**config.mk**
```make
export PLATFORM = sky130hd
export DESIGN_NAME = db_unit
export DESIGN_NICKNAME = d
export VERILOG_FILES = /design/src/rtl/db_pkg.sv /design/src/rtl/db_ring_decode.sv /design/src/rtl/db_flag_bank.sv /design/src/rtl/db_unit.sv
export SDC_FILE = /design/constraint.sdc
export NUM_CORES = 1
export LEC_CHECK = 0
export BUFFER_PORTS_ARGS = -buffer_cell sky130_fd_sc_hd__buf_2
export CAP_MARGIN = 20
export CORE_UTILIZATION = 33
export DETAILED_ROUTE_END_ITERATION = 8
export HOLD_SLACK_MARGIN = 0.06
export PLACE_DENSITY = 0.52
export REMOVE_ABC_BUFFERS = 1
export SLEW_MARGIN = 10
export SYNTH_ARGS = -nofsm -noshare
export SYNTH_HDL_FRONTEND = slang
export SYNTH_SLANG_ARGS = --single-unit
```
**constraint.sdc**
```tcl
create_clock -name clk -period 2.06 [get_ports clk]
set_clock_uncertainty 0.15 [all_clocks]
set_input_delay 0.206 -clock clk [delete_from_list [all_inputs] [get_ports clk]]
set_output_delay 0.206 -clock clk [all_outputs]
set_load 0.05 [all_outputs]
```
**src/rtl/db_pkg.sv**
```systemverilog
package db_pkg;
  localparam int unsigned DB_DATA_W = 32;
  localparam int unsigned DB_AW     = 4;

  typedef enum logic [1:0] {
    SLOT_TRIG = 2'd0,
    SLOT_MASK = 2'd1,
    SLOT_RAW  = 2'd2,
    SLOT_PEND = 2'd3
  } slot_e;

  // word-aligned offsets only; bits [1:0] must be zero
  function automatic logic addr_aligned(input logic [DB_AW-1:0] a);
    return a[1:0] == 2'b00;
  endfunction

  function automatic slot_e slot_of(input logic [DB_AW-1:0] a);
    return slot_e'(a[3:2]);
  endfunction

  // a trigger write rings only with the exact value one
  function automatic logic is_ring_word(input logic [DB_DATA_W-1:0] d);
    return d == DB_DATA_W'(1);
  endfunction
endpackage

```
**src/rtl/db_ring_decode.sv**
```systemverilog
module db_ring_decode #(
  parameter int unsigned NUM_MASTERS = 32,
  parameter int unsigned MID_W       = 5
) (
  input  logic                   loc_hit,
  input  logic [MID_W-1:0]       loc_src,
  input  logic                   rem_hit,
  input  logic [MID_W-1:0]       rem_src,
  output logic [NUM_MASTERS-1:0] ring_vec
);
  // IDs at or above NUM_MASTERS match no lane and fall away here
  for (genvar i = 0; i < NUM_MASTERS; i++) begin : g_lane
    assign ring_vec[i] = (loc_hit && (loc_src == MID_W'(i))) ||
                         (rem_hit && (rem_src == MID_W'(i)));
  end
endmodule

```
**src/rtl/db_flag_bank.sv**
```systemverilog
module db_flag_bank #(
  parameter int unsigned WIDTH = 32
) (
  input  logic             clk,
  input  logic             rst_n,
  input  logic [WIDTH-1:0] set_vec,
  input  logic [WIDTH-1:0] clr_vec,
  output logic [WIDTH-1:0] q
);
  // set has priority over clear on every bit
  for (genvar i = 0; i < WIDTH; i++) begin : g_bit
    always_ff @(posedge clk) begin
      if (!rst_n)          q[i] <= 1'b0;
      else if (set_vec[i]) q[i] <= 1'b1;
      else if (clr_vec[i]) q[i] <= 1'b0;
    end
  end
endmodule

```
**src/rtl/db_unit.sv**
```systemverilog
module db_unit
  import db_pkg::*;
#(
  parameter  int unsigned NUM_MASTERS = 32,
  localparam int unsigned MID_W = (NUM_MASTERS > 1) ? $clog2(NUM_MASTERS) : 1
) (
  input  logic                 clk,
  input  logic                 rst_n,
  input  logic                 wr_en,
  input  logic [DB_AW-1:0]     wr_addr,
  input  logic [DB_DATA_W-1:0] wr_data,
  input  logic [MID_W-1:0]     wr_src,
  input  logic                 ring_wr,
  input  logic [DB_DATA_W-1:0] ring_data,
  input  logic [MID_W-1:0]     ring_src,
  input  logic [DB_AW-1:0]     rd_addr,
  output logic [DB_DATA_W-1:0] rd_data,
  output logic                 irq
);
  localparam int unsigned NM = NUM_MASTERS;

  // named internal events
  slot_e           wr_slot;
  slot_e           rd_slot;
  logic            wr_ok;
  logic            loc_hit;
  logic            rem_hit;
  logic            en_wr;
  logic [NM-1:0]   ring_vec;
  logic [NM-1:0]   pend_set;
  logic [NM-1:0]   raw_clr;
  logic [NM-1:0]   pend_clr;
  logic [NM-1:0]   en_q;
  logic [NM-1:0]   raw_q;
  logic [NM-1:0]   pend_q;

  assign wr_slot = slot_of(wr_addr);
  assign rd_slot = slot_of(rd_addr);
  assign wr_ok   = wr_en && addr_aligned(wr_addr);
  assign loc_hit = wr_ok && (wr_slot == SLOT_TRIG) && is_ring_word(wr_data);
  assign rem_hit = ring_wr && is_ring_word(ring_data);
  assign en_wr   = wr_ok && (wr_slot == SLOT_MASK);
  assign raw_clr  = (wr_ok && (wr_slot == SLOT_RAW))  ? wr_data[NM-1:0] : '0;
  assign pend_clr = (wr_ok && (wr_slot == SLOT_PEND)) ? wr_data[NM-1:0] : '0;

  db_ring_decode #(.NUM_MASTERS(NM), .MID_W(MID_W)) u_dec (
    .loc_hit (loc_hit),
    .loc_src (wr_src),
    .rem_hit (rem_hit),
    .rem_src (ring_src),
    .ring_vec(ring_vec)
  );

  // enable qualifies with the value held before this edge
  assign pend_set = ring_vec & en_q;

  always_ff @(posedge clk) begin
    if (!rst_n)     en_q <= '0;
    else if (en_wr) en_q <= wr_data[NM-1:0];
  end

  db_flag_bank #(.WIDTH(NM)) u_raw (
    .clk(clk), .rst_n(rst_n), .set_vec(ring_vec), .clr_vec(raw_clr), .q(raw_q)
  );

  db_flag_bank #(.WIDTH(NM)) u_pend (
    .clk(clk), .rst_n(rst_n), .set_vec(pend_set), .clr_vec(pend_clr), .q(pend_q)
  );

  always_comb begin
    rd_data = '0;
    if (addr_aligned(rd_addr)) begin
      unique case (rd_slot)
        SLOT_MASK: rd_data = DB_DATA_W'(en_q);
        SLOT_RAW:  rd_data = DB_DATA_W'(raw_q);
        SLOT_PEND: rd_data = DB_DATA_W'(pend_q);
        default:   rd_data = '0;
      endcase
    end
  end

  assign irq = |pend_q;
endmodule

```
======== After elaboration in Yosys (flattened, before gate mapping) ========
Cells that the tools add are included.
cells by class
  eq/ne operators ......................... 70
  multiplexer cells ....................... 132
  reduce and logical (&&, ||, !) cells .... 173
  bitwise gates (word level) .............. 1
operators by type and width
  operator                                                           count
  5-bit == test (second input constant)                              32
  1-bit two-way mux                                                  128
  2-bit nonzero test                                                 64
  32-bit two-way mux                                                 3
  32-bit case mux with 3 select lines                                1
  5-bit by 4-bit == test with 1-bit output (second input constant)   16
  1-bit logical AND                                                  71
  32-bit by 1-bit == test with 1-bit output (second input constant)  2
  5-bit by 3-bit == test with 1-bit output (second input constant)   8
  32-bit AND                                                         1
  1-bit logical OR                                                   32
  32-bit OR reduction                                                1
  5-bit by 2-bit == test with 1-bit output (second input constant)   4
  5-bit by 1-bit == test with 1-bit output (second input constant)   2
  5-bit logical NOT                                                  2
  2-bit == test (second input constant)                              4
  2-bit logical NOT                                                  3
  2-bit by 1-bit == test with 1-bit output (second input constant)   2
word-level totals
  output and inout bits ................... 33
  bits of input ports ..................... 86
  bits in registers ....................... 96

======== Depth between registers and ports, before layout ========
  word-level depth ........................ 8
  gate-level depth with buffers ........... 7

======== Cells and area by module ========
From an unflattened synthesis, not the netlist that was laid out.
second synthesis, totals
  cell total of the unflattened synthesis .. 658
  area total of the unflattened synthesis .. 5681.7 sq um
by module, submodules not included
  module          area each (sq um)  cells each  times used
  db_unit         3009.1             396         1
  db_flag_bank    1114.8             99          2
  db_ring_decode  442.9              64          1

======== Worst setup path before layout ========
Ideal clock, no wire load.
  path kind ............................... input -> output
  from .................................... in rd_addr[2]
  to ...................................... out rd_data[10]
  buffers on the path ..................... 3
  slack ................................... -0.078 ns
  arrival time ............................ 1.782 ns
  stages on the path ...................... 6
  cells stage by stage .................... clkbuf_1 -> nor2b_1 -> clkbuf_1 -> clkbuf_1 -> a22oi_1 -> nor2_1
on the way
  longest elaborated chain between the ends .. 3
  elaborated cells on any way between the ends .. 5
  those cells by class .................... eq/ne: 3; mux: 2
RTL lines
  element                                                                           RTL line       source
  start: declaration                                                                db_unit.sv:16  input logic [DB_AW-1:0] rd_addr,
  2-bit == test / 2-bit by 1-bit == test with 1-bit output (equally long branches)  db_unit.sv:73  unique case (rd_slot)
  32-bit case mux with 3 select lines (*)                                           db_unit.sv:73
  32-bit two-way mux (*)                                                            db_unit.sv:72  if (addr_aligned(rd_addr)) begin
  end: declaration                                                                  db_unit.sv:17  output logic [DB_DATA_W-1:0] rd_data,
Every way passes the cells marked *; elsewhere a longest branch is shown, timed or not.

======== Final worst setup path ========
  from .................................... reg u_pend.q[16]
  to ...................................... out irq
on the way
  longest elaborated chain between the ends .. 1
RTL lines
  element                           RTL line            source
  start: declaration                db_flag_bank.sv:8   output logic [WIDTH-1:0] q
  start signal: indexed assignment  db_flag_bank.sv:13  if (!rst_n) q[i] <= 1'b0;
  start signal: indexed assignment  db_flag_bank.sv:14  else if (set_vec[i]) q[i] <= 1'b1;
  start signal: indexed assignment  db_flag_bank.sv:15  else if (clr_vec[i]) q[i] <= 1'b0;
  32-bit OR reduction               db_unit.sv:82       assign irq = |pend_q;
  end: declaration                  db_unit.sv:18       output logic irq
No other way between the ends.

==> out/summary.txt <==
Die width: 131 um
Post-Place Cells: 1109
Outcome: finished clean
Netlist cell types: 43
CTS Buf Count: 9
Seq/Total Area, Yosys: 34.8%
Post-Synth Adder-Cell Area: 0%
Mux share of post-synthesis cell area: 6.53%
Row cnt: 46
Total grt overflow: 0
Post-Route WL: 23100 um
DR DRC count: 0
DR vias: 6467
Top Family by Delay on Critical Path: simple AND/OR/NAND/NOR gates
Hold Path Class: in -> reg
Final Max Slew Viols: 0
Starting density of the core: 34.2%
Top cell type by total area after synthesis: dfxtp_1
Startpoint types: register
Yosys warning total: 0
Synth cell count leaders: 174 x nand2_1, 96 x dfxtp_1, 85 x a21oi_1
Flop2flop setup slack: 1.05 ns
WHS Endpoint: u_pend.q[10]$_SDFFE_PN0P_
Main combinational cell family by area after synthesis: simple AND/OR/NAND/NOR gates
Crit path cell chain: nor4_4, buf_4, nand4_1, or2_4, buf_6
Post-Synth XOR/XNOR Area: 0%
Reg clk slew, reported paths: 0.06 ns
Critical Path Fanout Max: 3
RSZ-0062 raised after global routing: true
Rel. slew slack: 43.8%
Min-delay src: wr_data[10]
Multi-input logic area: 3470 sq um
Tot GR Track Use: 27.0%
Final setup viols: 0
Vias in the first global route: 6279
Top post-synthesis cells by area: dfxtp_1 35%, nand2_1 12%, a21oi_1 7.7%, mux2_2 6.5%, a31oi_1 4.4%
Setup TNS Final: 0 ns
Worst Setup Path Type: reg -> out
Compound-Gate Fraction of Synth Area: 27.1%
Io pins: 119
Fraction of layout cells with a size suffix above 1: 30.5%
Dpl cell area: 6870 sq um
Simple logic cell fraction of the synthesized area: 27.8%
Post-Place Setup Slack: -0.00278 ns
Fillers: 1660
R2r startpoint: u_pend.q[1]$_SDFFE_PN0P_
Total design power: 4.30 mW
Syn avg cell area: 7.41 sq um
Worst path bufs/invs: 2
NumNets Final: 1011
Crit-path max cell delay: 0.36 ns
Fmax: 497 MHz
#FFs+latches synth: 96
IO Port Bufs: 118
Worst VDD drop: 0.402 mV
Post-route design area: 7550 sq um
Min Tclk post-route: 2.01 ns
H-Tree Depth: 3
First-pass GRT wire length: 35800 um
CTS tree: done
Placer Congestion: 0.906
Leak Pwr: 2.90 nW
Synthesized instance count: 744
CTS sink count: 96
Final hold viol count: 0
N_diodes: 0
Largest net degree at the start of global routing: 69
Post-DR vias/cell: 5.65
Clk Latency, worst-skew pair: 0.36 ns
Most common cell in the netlist: nand2_1
DRT iter0 DRCs: 472
Worst R2R End: u_pend.q[1]$_SDFFE_PN0P_
Sequential cell area: 1930 sq um
Top cell type's share of synthesized area: 34.8%
Worst-case clock buffer depth: 2
Core Util, Final: 46.8%
Core Footprint: 16100 sq um
Worst EP arrival: 1.66 ns
Initial antenna violation count: 0
Hold slack: 0.0836 ns
Endpoint class of the critical path: primary output
Maxcap violations: 0
Hold path cells: 4
Avg WL per Cell: 20.2 um
CP max stage cell: dfxtp_2
HPWL after DPL: 16000 um
Primary FF master, synth: dfxtp_1
CTS Root Cell: clkbuf_16
Power density cells: 570 nW/um^2
Post-synth ARST share: 0%
Tcrit/Tclk final: 97.7%
ANT nets after route: 0
Synth-to-Final Area Change: 36.9%
Die Ht: 131 um
Die footprint: 17200 sq um
Final worst slack: 0.0470 ns
Worst-Margin Slew: 0.843 ns
FF-to-FF path depth: 4
Synth Cell Area: 5520 sq um
DRT Pass-1 Iters: 5
Post-Layout Cell Count: 1144
Number of synthesized flops with an enable pin: 0
Critical path data required time: 1.70 ns
==> final cells by class <==
cell class / count / area share, %
clock buffer: 11 / 3.35
clock inverter: 3 / 1.19
multi-input combinational: 597 / 45.9
sequential: 96 / 25.5
tap: 216 / 3.58
timing repair buffer: 221 / 20.4
==> layer usage <==
| metal | track usage [%] | wire length (um) | up-vias |
|---|---|---|---|
| met3 | 5.90 | 1700 | 46 |
| met1 | 34.5 | 10100 | 3082 |
| met2 | 44.0 | 10600 | 293 |
| li1 | - | - | 3046 |
| met4 | 10.9 | 721 | 0 |
| met5 | 0 | 0 | - |
==> registers in the layout (all words and copies together) (netlist names) <==
| name | count |
|---|---|
| en_q | 32 |
| u_pend.q | 32 |
| u_raw.q | 32 |
==> placed cells by master, fill, tap and decap left out, types with 10 or more instances in the layout <==
master         instances
mux2_2                32
a21oi_1               85
buf_6                 10
dlygate4sd3_1         19
o21ai_0               47
a22oi_1               32
nor2_1                49
a31oi_1               39
buf_2                115
a21boi_0              32
nor4_1                12
nand2_1              174
dfxtp_1               92
o21ai_1               17
buf_4                 69
==> how the worst max path moves through the flow <==
stage,cells past startpoint,slack [ns],from,endpoint
detailed placement,9,-0.003,wr_data[11],u_raw.q[15]$_SDFFE_PN0P_
floorplan,3,-0.52,rd_addr[2],rd_data[0]
finish,5,0.05,u_pend.q[16]$_SDFFE_PN0P_,irq
global placement,9,-0.03,wr_data[25],u_raw.q[2]$_SDFFE_PN0P_
CTS,5,0.006,u_pend.q[8]$_SDFFE_PN0P_,irq
global route,5,-0.02,u_pend.q[10]$_SDFFE_PN0P_,irq
==> tightest hold or removal path: stages <==
cell     delay (ns)
buf_2          0.13
a21oi_1        0.12
a31oi_1        0.05
o21ai_0        0.06
==> power by group <==
part           switching, mW  total [mW]  leakage (nW)  internal [mW]
registers            0.00851        1.87         0.776           1.86
clock network          0.748        1.99         0.168           1.24
logic                  0.264       0.440          1.96          0.176
total                   1.02        4.30          2.90           3.28
==> repair_timing <==
action | 4_1_cts | 5_1_grt
pin swaps | 2 | 7
gates resized for setup | 7 | 24
hold buffers | 21 | 0
buffers inserted | 0 | 2
hold endpoints to repair | 23 | 0
setup endpoints to repair | 1 | 50
==> cell families after synthesis <==
logic type | Yosys count
AO/OA/AOI/OAI | 255
buffers and inverters | 51
flip-flops | 96
multiplexers | 32
AND/OR/NAND/NOR | 310
Power figures use the tool's default switching activity.
